`src/rtl/i2c_evt_pkg.sv`:
```
package i2c_evt_pkg;
  localparam int ST_W   = 8;
  localparam int KIND_W = 3;
  localparam int LOW_Z  = 3;

  typedef enum logic [KIND_W-1:0] {
    EV_START    = 3'd0,
    EV_ADDR_TX  = 3'd1,
    EV_DATA_TX  = 3'd2,
    EV_ARB_LOST = 3'd3,
    EV_OWN_ADDR = 3'd4,
    EV_GEN_CALL = 3'd5,
    EV_DATA_RX  = 3'd6,
    EV_STOP_RX  = 3'd7
  } ev_kind_e;

  localparam logic [ST_W-1:0] ST_IDLE      = 8'hF8;
  localparam logic [ST_W-1:0] ST_START     = 8'h08;
  localparam logic [ST_W-1:0] ST_ADDR_ACK  = 8'h18;
  localparam logic [ST_W-1:0] ST_ADDR_NACK = 8'h20;
  localparam logic [ST_W-1:0] ST_DTX_ACK   = 8'h28;
  localparam logic [ST_W-1:0] ST_DTX_NACK  = 8'h30;
  localparam logic [ST_W-1:0] ST_ARB       = 8'h38;
  localparam logic [ST_W-1:0] ST_OWN       = 8'h60;
  localparam logic [ST_W-1:0] ST_GCALL     = 8'h70;
  localparam logic [ST_W-1:0] ST_DRX_ACK   = 8'h80;
  localparam logic [ST_W-1:0] ST_DRX_NACK  = 8'h88;
  localparam logic [ST_W-1:0] ST_STOP      = 8'hA0;
endpackage

```
`src/rtl/i2c_evt_encoder.sv`:
```
module i2c_evt_encoder
  import i2c_evt_pkg::*;
(
  input  ev_kind_e          kind,
  input  logic              ack_rx,
  input  logic              ack_local,
  output logic [ST_W-1:0]   code
);
  logic [ST_W-1:0] raw;

  always_comb begin
    case (kind)
      EV_START:    raw = ST_START;
      EV_ADDR_TX:  raw = ack_rx ? ST_ADDR_ACK : ST_ADDR_NACK;
      EV_DATA_TX:  raw = ack_rx ? ST_DTX_ACK : ST_DTX_NACK;
      EV_ARB_LOST: raw = ST_ARB;
      EV_OWN_ADDR: raw = ST_OWN;
      EV_GEN_CALL: raw = ST_GCALL;
      EV_DATA_RX:  raw = ack_local ? ST_DRX_ACK : ST_DRX_NACK;
      EV_STOP_RX:  raw = ST_STOP;
      default:     raw = ST_IDLE;
    endcase
  end

  // low bits of every code are reserved and forced to zero
  assign code = {raw[ST_W-1:LOW_Z], {LOW_Z{1'b0}}};
endmodule

```
`src/rtl/i2c_evt_flag.sv`:
```
module i2c_evt_flag
  import i2c_evt_pkg::*;
(
  input  logic            clk,
  input  logic            rst_n,
  input  logic            accept,
  input  logic            clr,
  input  logic [ST_W-1:0] code_in,
  output logic            flag,
  output logic [ST_W-1:0] code_q
);
  always_ff @(posedge clk) begin
    if (!rst_n) begin
      flag   <= 1'b0;
      code_q <= ST_IDLE;
    end else if (accept) begin
      flag   <= 1'b1;
      code_q <= code_in;
    end else if (clr) begin
      flag   <= 1'b0;
    end
  end
endmodule

```
`src/rtl/i2c_evt_status.sv`:
```
module i2c_evt_status
  import i2c_evt_pkg::*;
(
  input  logic            clk,
  input  logic            rst_n,
  input  logic            flag,
  input  logic [ST_W-1:0] code_q,
  output logic [ST_W-1:0] status
);
  logic [ST_W-1:0] stat_q;

  // loads one edge after the flag rose, so the first flagged cycle shows idle
  always_ff @(posedge clk) begin
    if (!rst_n) stat_q <= ST_IDLE;
    else        stat_q <= flag ? code_q : ST_IDLE;
  end

  assign status = flag ? stat_q : ST_IDLE;
endmodule

```
`src/rtl/i2c_evt_stat.sv`:
```
module i2c_evt_stat
  import i2c_evt_pkg::*;
(
  input  logic              clk,
  input  logic              rst_n,
  input  logic              ev_valid,
  output logic              ev_ready,
  input  logic [KIND_W-1:0] ev_kind,
  input  logic              ev_ack_rx,
  input  logic              ctl_we,
  input  logic              ctl_clr_int,
  input  logic              ctl_ack,
  output logic              int_flag,
  output logic [ST_W-1:0]   status,
  output logic              ack_drive,
  output logic              scl_hold
);
  logic            accept;
  logic [ST_W-1:0] ev_code;
  logic [ST_W-1:0] code_q;
  logic            ack_q;

  assign ev_ready = ~int_flag;
  assign accept   = ev_valid & ev_ready;

  always_ff @(posedge clk) begin
    if (!rst_n)      ack_q <= 1'b0;
    else if (ctl_we) ack_q <= ctl_ack;
  end

  i2c_evt_encoder u_enc (
    .kind      (ev_kind_e'(ev_kind)),
    .ack_rx    (ev_ack_rx),
    .ack_local (ack_q),
    .code      (ev_code)
  );

  i2c_evt_flag u_flag (
    .clk     (clk),
    .rst_n   (rst_n),
    .accept  (accept),
    .clr     (ctl_we & ctl_clr_int),
    .code_in (ev_code),
    .flag    (int_flag),
    .code_q  (code_q)
  );

  i2c_evt_status u_stat (
    .clk    (clk),
    .rst_n  (rst_n),
    .flag   (int_flag),
    .code_q (code_q),
    .status (status)
  );

  assign ack_drive = ack_q;
  assign scl_hold  = int_flag;
endmodule

```
`config.mk`:
```
export PLATFORM = sky130hd
export DESIGN_NAME = i2c_evt_stat
export DESIGN_NICKNAME = d
export VERILOG_FILES = /design/src/rtl/i2c_evt_pkg.sv /design/src/rtl/i2c_evt_encoder.sv /design/src/rtl/i2c_evt_flag.sv /design/src/rtl/i2c_evt_status.sv /design/src/rtl/i2c_evt_stat.sv
export SDC_FILE = /design/constraint.sdc
export NUM_CORES = 1
export LEC_CHECK = 0
export ABC_AREA = 1
export BUFFER_PORTS_ARGS = -buffer_cell sky130_fd_sc_hd__buf_2
export CAP_MARGIN = 40
export CORE_MARGIN = 2
export CORE_UTILIZATION = 40
export CTS_CLUSTER_SIZE = 8
export DETAILED_ROUTE_END_ITERATION = 6
export GPL_ROUTABILITY_DRIVEN = 0
export PLACE_DENSITY = 0.71
export SYNTH_ARGS = -nofsm -noshare
export SYNTH_HDL_FRONTEND = slang
export SYNTH_SLANG_ARGS = --single-unit
```
`constraint.sdc`:
```
create_clock -name clk -period 0.8 [get_ports clk]
set_input_delay 0.08 -clock clk [delete_from_list [all_inputs] [get_ports clk]]
set_output_delay 0.08 -clock clk [all_outputs]
set_load 0.005 [all_outputs]
```
-- Word-level counts from Yosys, hierarchy flattened
Cells that the tools add are included.
- add/sub/neg operators: 0
- multiply operators: 0
- div/mod/pow operators: 0
- $lt $le $gt $ge: 0
- eq/ne operators: 7
- shifts and indexed selects: 0
- mux-type cells: 7
- bitwise operators: 3
- reductions and logical operators: 3
- operators with widths (cell ; count):
    case mux 8 bit (8 select lines) ; 1
    equality test 3 bit (second input constant) ; 4
    two-way mux 8 bit ; 1
    equality test 3 x 2 -> 1 bit (second input constant) ; 2
    two-way mux 6 bit ; 1
    two-way mux 5 bit ; 1
    two-way mux 4 bit ; 1
    equality test 3 x 1 -> 1 bit (second input constant) ; 1
    zero test 3 bit ; 1
    AND 1 bit ; 2
    two-way mux 1 bit ; 2
    AND reduction 2 bit ; 1
    nonzero test 2 bit ; 1
    NOT 1 bit ; 1
- register bits: 12
- bits in latches: 0
- memory bits (writable): 0
- memory bits (read-only): 0
- input bits: 10
- output and inout port bits: 12
- logic and storage cells: 24
- memories: 0

-- Longest topological paths before layout
- word-level depth: 3
- gate-level depth with buffers: 6
- mapped depth without buffers: 6

-- Cells and area by module
A second synthesis with hierarchy kept.
- cell total of the unflattened synthesis: 121
- area total of the unflattened synthesis: 809.5 µm²
- modules (own cells, without submodules) (module ; instances ; cells an instance ; area each (µm²) ; sequential area each (µm²)):
    i2c_evt_flag ; 1 ; 40 ; 316.6 ; 180.2
    i2c_evt_status ; 1 ; 42 ; 301.5 ; 160.2
    i2c_evt_encoder ; 1 ; 27 ; 123.9 ; 0.0
    i2c_evt_stat ; 1 ; 12 ; 67.6 ; 20.0

-- Worst setup path after synthesis
No wires, ideal clock.
- path type: register to register
- start point: register u_flag.flag
- end point: register u_flag.flag
- setup time: 0.117 ns
- arrival time: 0.752 ns
- required time: 0.683 ns
- slack: -0.069 ns
- cell stages (with the launch flop): 6
- cells stage by stage: dfxtp_1 > inv_2 > nand2_4 > inv_2 > a21oi_1 > nor2_1
- longest elaborated chain between the ends: 3
- ends and longest elaborated chain (element ; RTL line ; RTL):
    from (decl) ; i2c_evt_flag.sv:9 ; output logic flag,
    from (signal assigned) ; i2c_evt_flag.sv:14 ; flag <= 1'b0;
    from (signal assigned) ; i2c_evt_flag.sv:17 ; flag <= 1'b1;
    from (signal assigned) ; i2c_evt_flag.sv:20 ; flag <= 1'b0;
    NOT 1 bit (*) ; i2c_evt_stat.sv:23 ; assign ev_ready = ~int_flag;
    named net ev_ready ; i2c_evt_stat.sv:7 ; output logic ev_ready,
    AND 1 bit (*) ; i2c_evt_stat.sv:24 ; assign accept = ev_valid & ev_ready;
    two-way mux 1 bit or nonzero test 2 bit (tied branches) ; n/a ;
Mark *: on every way through the listed nets, which the timed path passes. The rest lies on a longest branch.
A chain may end at the register's enable or synchronous reset.

-- Worst setup path after layout
- start point: register u_flag.flag
- end point: output int_flag
- RTL lines (element ; RTL line ; RTL):
    to (decl) ; i2c_evt_stat.sv:13 ; output logic int_flag,
No word-level cell between the ends.

==> qor.txt <==
# diodes: 0
Status: finished with violations
Yosys top cell area share: 0.4364
Chip width: 41.10 um
Die area: 1689 um^2
Total congestion overflow: 0
Fin Setup TNS: -2.519 ns
Worst R2R Path Depth: 4
Hold Crit Class: primary input to flop
Synth top area cells: dfxtp_1 44%, or2_1 11%, nand2_1 8.2%, a21oi_1 6.4%, buf_4 5.5%
Iter 0 DRT Violations: 3
Setup crit start kind: flop
Vias: 499
Dpl cells: 102
Vias in the first global route: 408
CTS tree: done
WL met3: 53 um
Maxcap violations: 0
Pwr dens: 1749 nW/um^2
Fin crit share: 1.369
DR WL met2: 497 um
Final WL: 977 um
Clk root buf: clkbuf_4
Maximum clock frequency: 913.2 MHz
Post-Route Skew: 0.01167 ns
WL per Instance: 9.046 um
Antenna-violating nets left: 0
Area growth syn-to-layout: 29.32%
Worst Setup Slack, final: -0.2951 ns
Post-detail-place hpwl: 758.5 um
Hold Buf Count CTS: 0
Initial Util: 0.4231
Critical path peak fanout: 3
Syn Inst Count: 71
Rows: 13
Hold Crit Depth: 2
Layout cells sized above 1: 0.4194
Routed via count divided by cell count: 4.620
Detailed Routing Iterations Pass 1: 4
Worst Path Required: 0.72 ns
Finished Cell Area: 711.9 um^2
Area of the multi-input gates: 271.5 um^2
Netlist cell types: 18
Mapped Area: 550.5 um^2
H-tree depth: 1
Core area: 1301 um^2
Crit end category: primary output
Most area-hungry cell type in the Yosys netlist: dfxtp_1
DR top layer: met4
Syn Area/Cell: 7.754 um^2
Dpl cell area: 639.4 um^2
Pleak: 0.0003160 uW
# fillers: 138
CTS Buf Count: 3
Worst EP arrival: 1.02 ns
Hold Fails Final Rpt: 0
Global Route Usage Sum: 0.1456
CTS Buffer Depth: 2
Clk slew on worst S/H paths: 0.08 ns
Total power: 1245 uW
Die Y-Extent: 41.10 um
Non-filler cells in the finished layout: 108
Unrepaired setup endpoints after global routing: yes
# setup viols final: 19
Global-route wire length before repair: 1518 um
Initial antenna violation count: 0
# IOs: 22
IO Port Bufs: 18
Failing checks: setup timing
Worst-Skew Late Latency: 0.27 ns
Register Area: 245.2 um^2
Kind of critical path: flop to primary output
Max Slew Vio Count: 0
Tmin final: 1.095 ns
Peak VDD IR: 0.9103 mV
FF+latch count, synth: 12
Clock sink count: 12
Largest net degree at the start of global routing: 9
Warnings, synthesis: 0
Seq/Total Area, Yosys: 0.4364
Drt drc: 0
Met1 Routed Length: 416 um
Final net count: 104
==> routing by layer <==
metal	global-route usage	vias to the layer above
met3	0.04891	2
met2	0.2305	16
met4	0.1210	0
met1	0.1541	217
li1	-	264
met5	0	-
==> synthesized netlist by cell type <==
master	n
buf_6	1
o21ai_2	1
or2_1	10
inv_1	4
inv_2	3
a21oi_1	7
nand2_1	12
o21ai_0	1
dfxtp_1	12
buf_4	4
nand3_1	5
nor2_1	5
conb_1	1
nor2_2	1
nand4_1	1
nand3_2	1
o21ai_1	1
nand2_4	1
==> what timing repair did <==
item	in CTS	in global routing
pin swaps	3	2
buffers inserted	2	0
gates cloned	0	0
setup endpoints to repair	17	20
resized for setup	7	2
==> layout make-up <==
| class | count | share of cell area |
|---|---|---|
| well taps | 15 | 0.02636 |
| flip-flops and latches | 12 | 0.3445 |
| repair buffers | 21 | 0.1670 |
| inverters | 7 | 0.04394 |
| clock buffers | 4 | 0.03691 |
| multi-input cells | 49 | 0.3814 |
==> flip-flops by register name, indices dropped and copies added, names as in the netlist <==
register / count
u_stat.stat_q: 5
u_flag.flag: 1
u_flag.code_q: 5
ack_drive: 1
==> report_power, final <==
part | internal, uW | switching, uW | leakage [uW]
Sequential | 633 | 20.0 | 0.0000999
Clock | 193 | 191 | 0.0000150
Combinational | 94.9 | 114 | 0.000201
Total | 921 | 324 | 0.000316
==> worst paths after layout <==
kind | start | endpoint | slack, ns
hold reg to reg | u_flag.code_q[4] | u_stat.stat_q[4] | 0.45
setup / recovery | u_flag.flag | int_flag | -0.30
hold / removal | rst_n | u_flag.code_q[6] | 0.02
setup reg to reg | u_flag.flag | u_flag.flag | -0.08
==> cell usage in the layout, fill, tap and decap left out <==
cell type  synthesis  routed
a21oi_1            7       2
a21oi_2            0       5
buf_2              0      17
buf_4              4       3
buf_6              1       1
clkbuf_1           0       1
clkbuf_4           0       3
conb_1             1       3
dfxtp_1           12      10
dfxtp_2            0       1
dfxtp_4            0       1
inv_1              4       4
inv_2              3       1
inv_4              0       2
nand2_1           12      11
nand2_2            0       1
nand2_4            1       1
nand3_1            5       5
nand3_2            1       1
nand4_1            1       1
nor2_1             5       5
nor2_2             1       1
o21ai_0            1       1
o21ai_1            1       1
o21ai_2            1       1
or2_1             10      10
==> cells by family after synthesis <==
kind of cell,synth area share
compound gates,0.09771
simple gates,0.3364
other cells,0.006812
buf+inv,0.1227
flops,0.4364
==> worst max-delay path: stages, from the launching register on <==
cell	delay [ns]
dfxtp_4	0.36
buf_4	0.14
buf_4	0.13
buf_2	0.11
==> per-stage QoR <==
stage,hold slack (ns),setup WS [ns],utilization
3_3_place_gp,0.2966,-0.01647,0.4913
3_5_place_dp,0.3014,-0.03049,0.4913
6_report,0.02259,-0.2951,0.5471
5_1_grt,0.006404,-0.3491,0.5471
2_1_floorplan,0.1642,0.0008084,-
4_1_cts,0.01871,-0.3112,0.5433
Power figures use the tool's default switching activity.
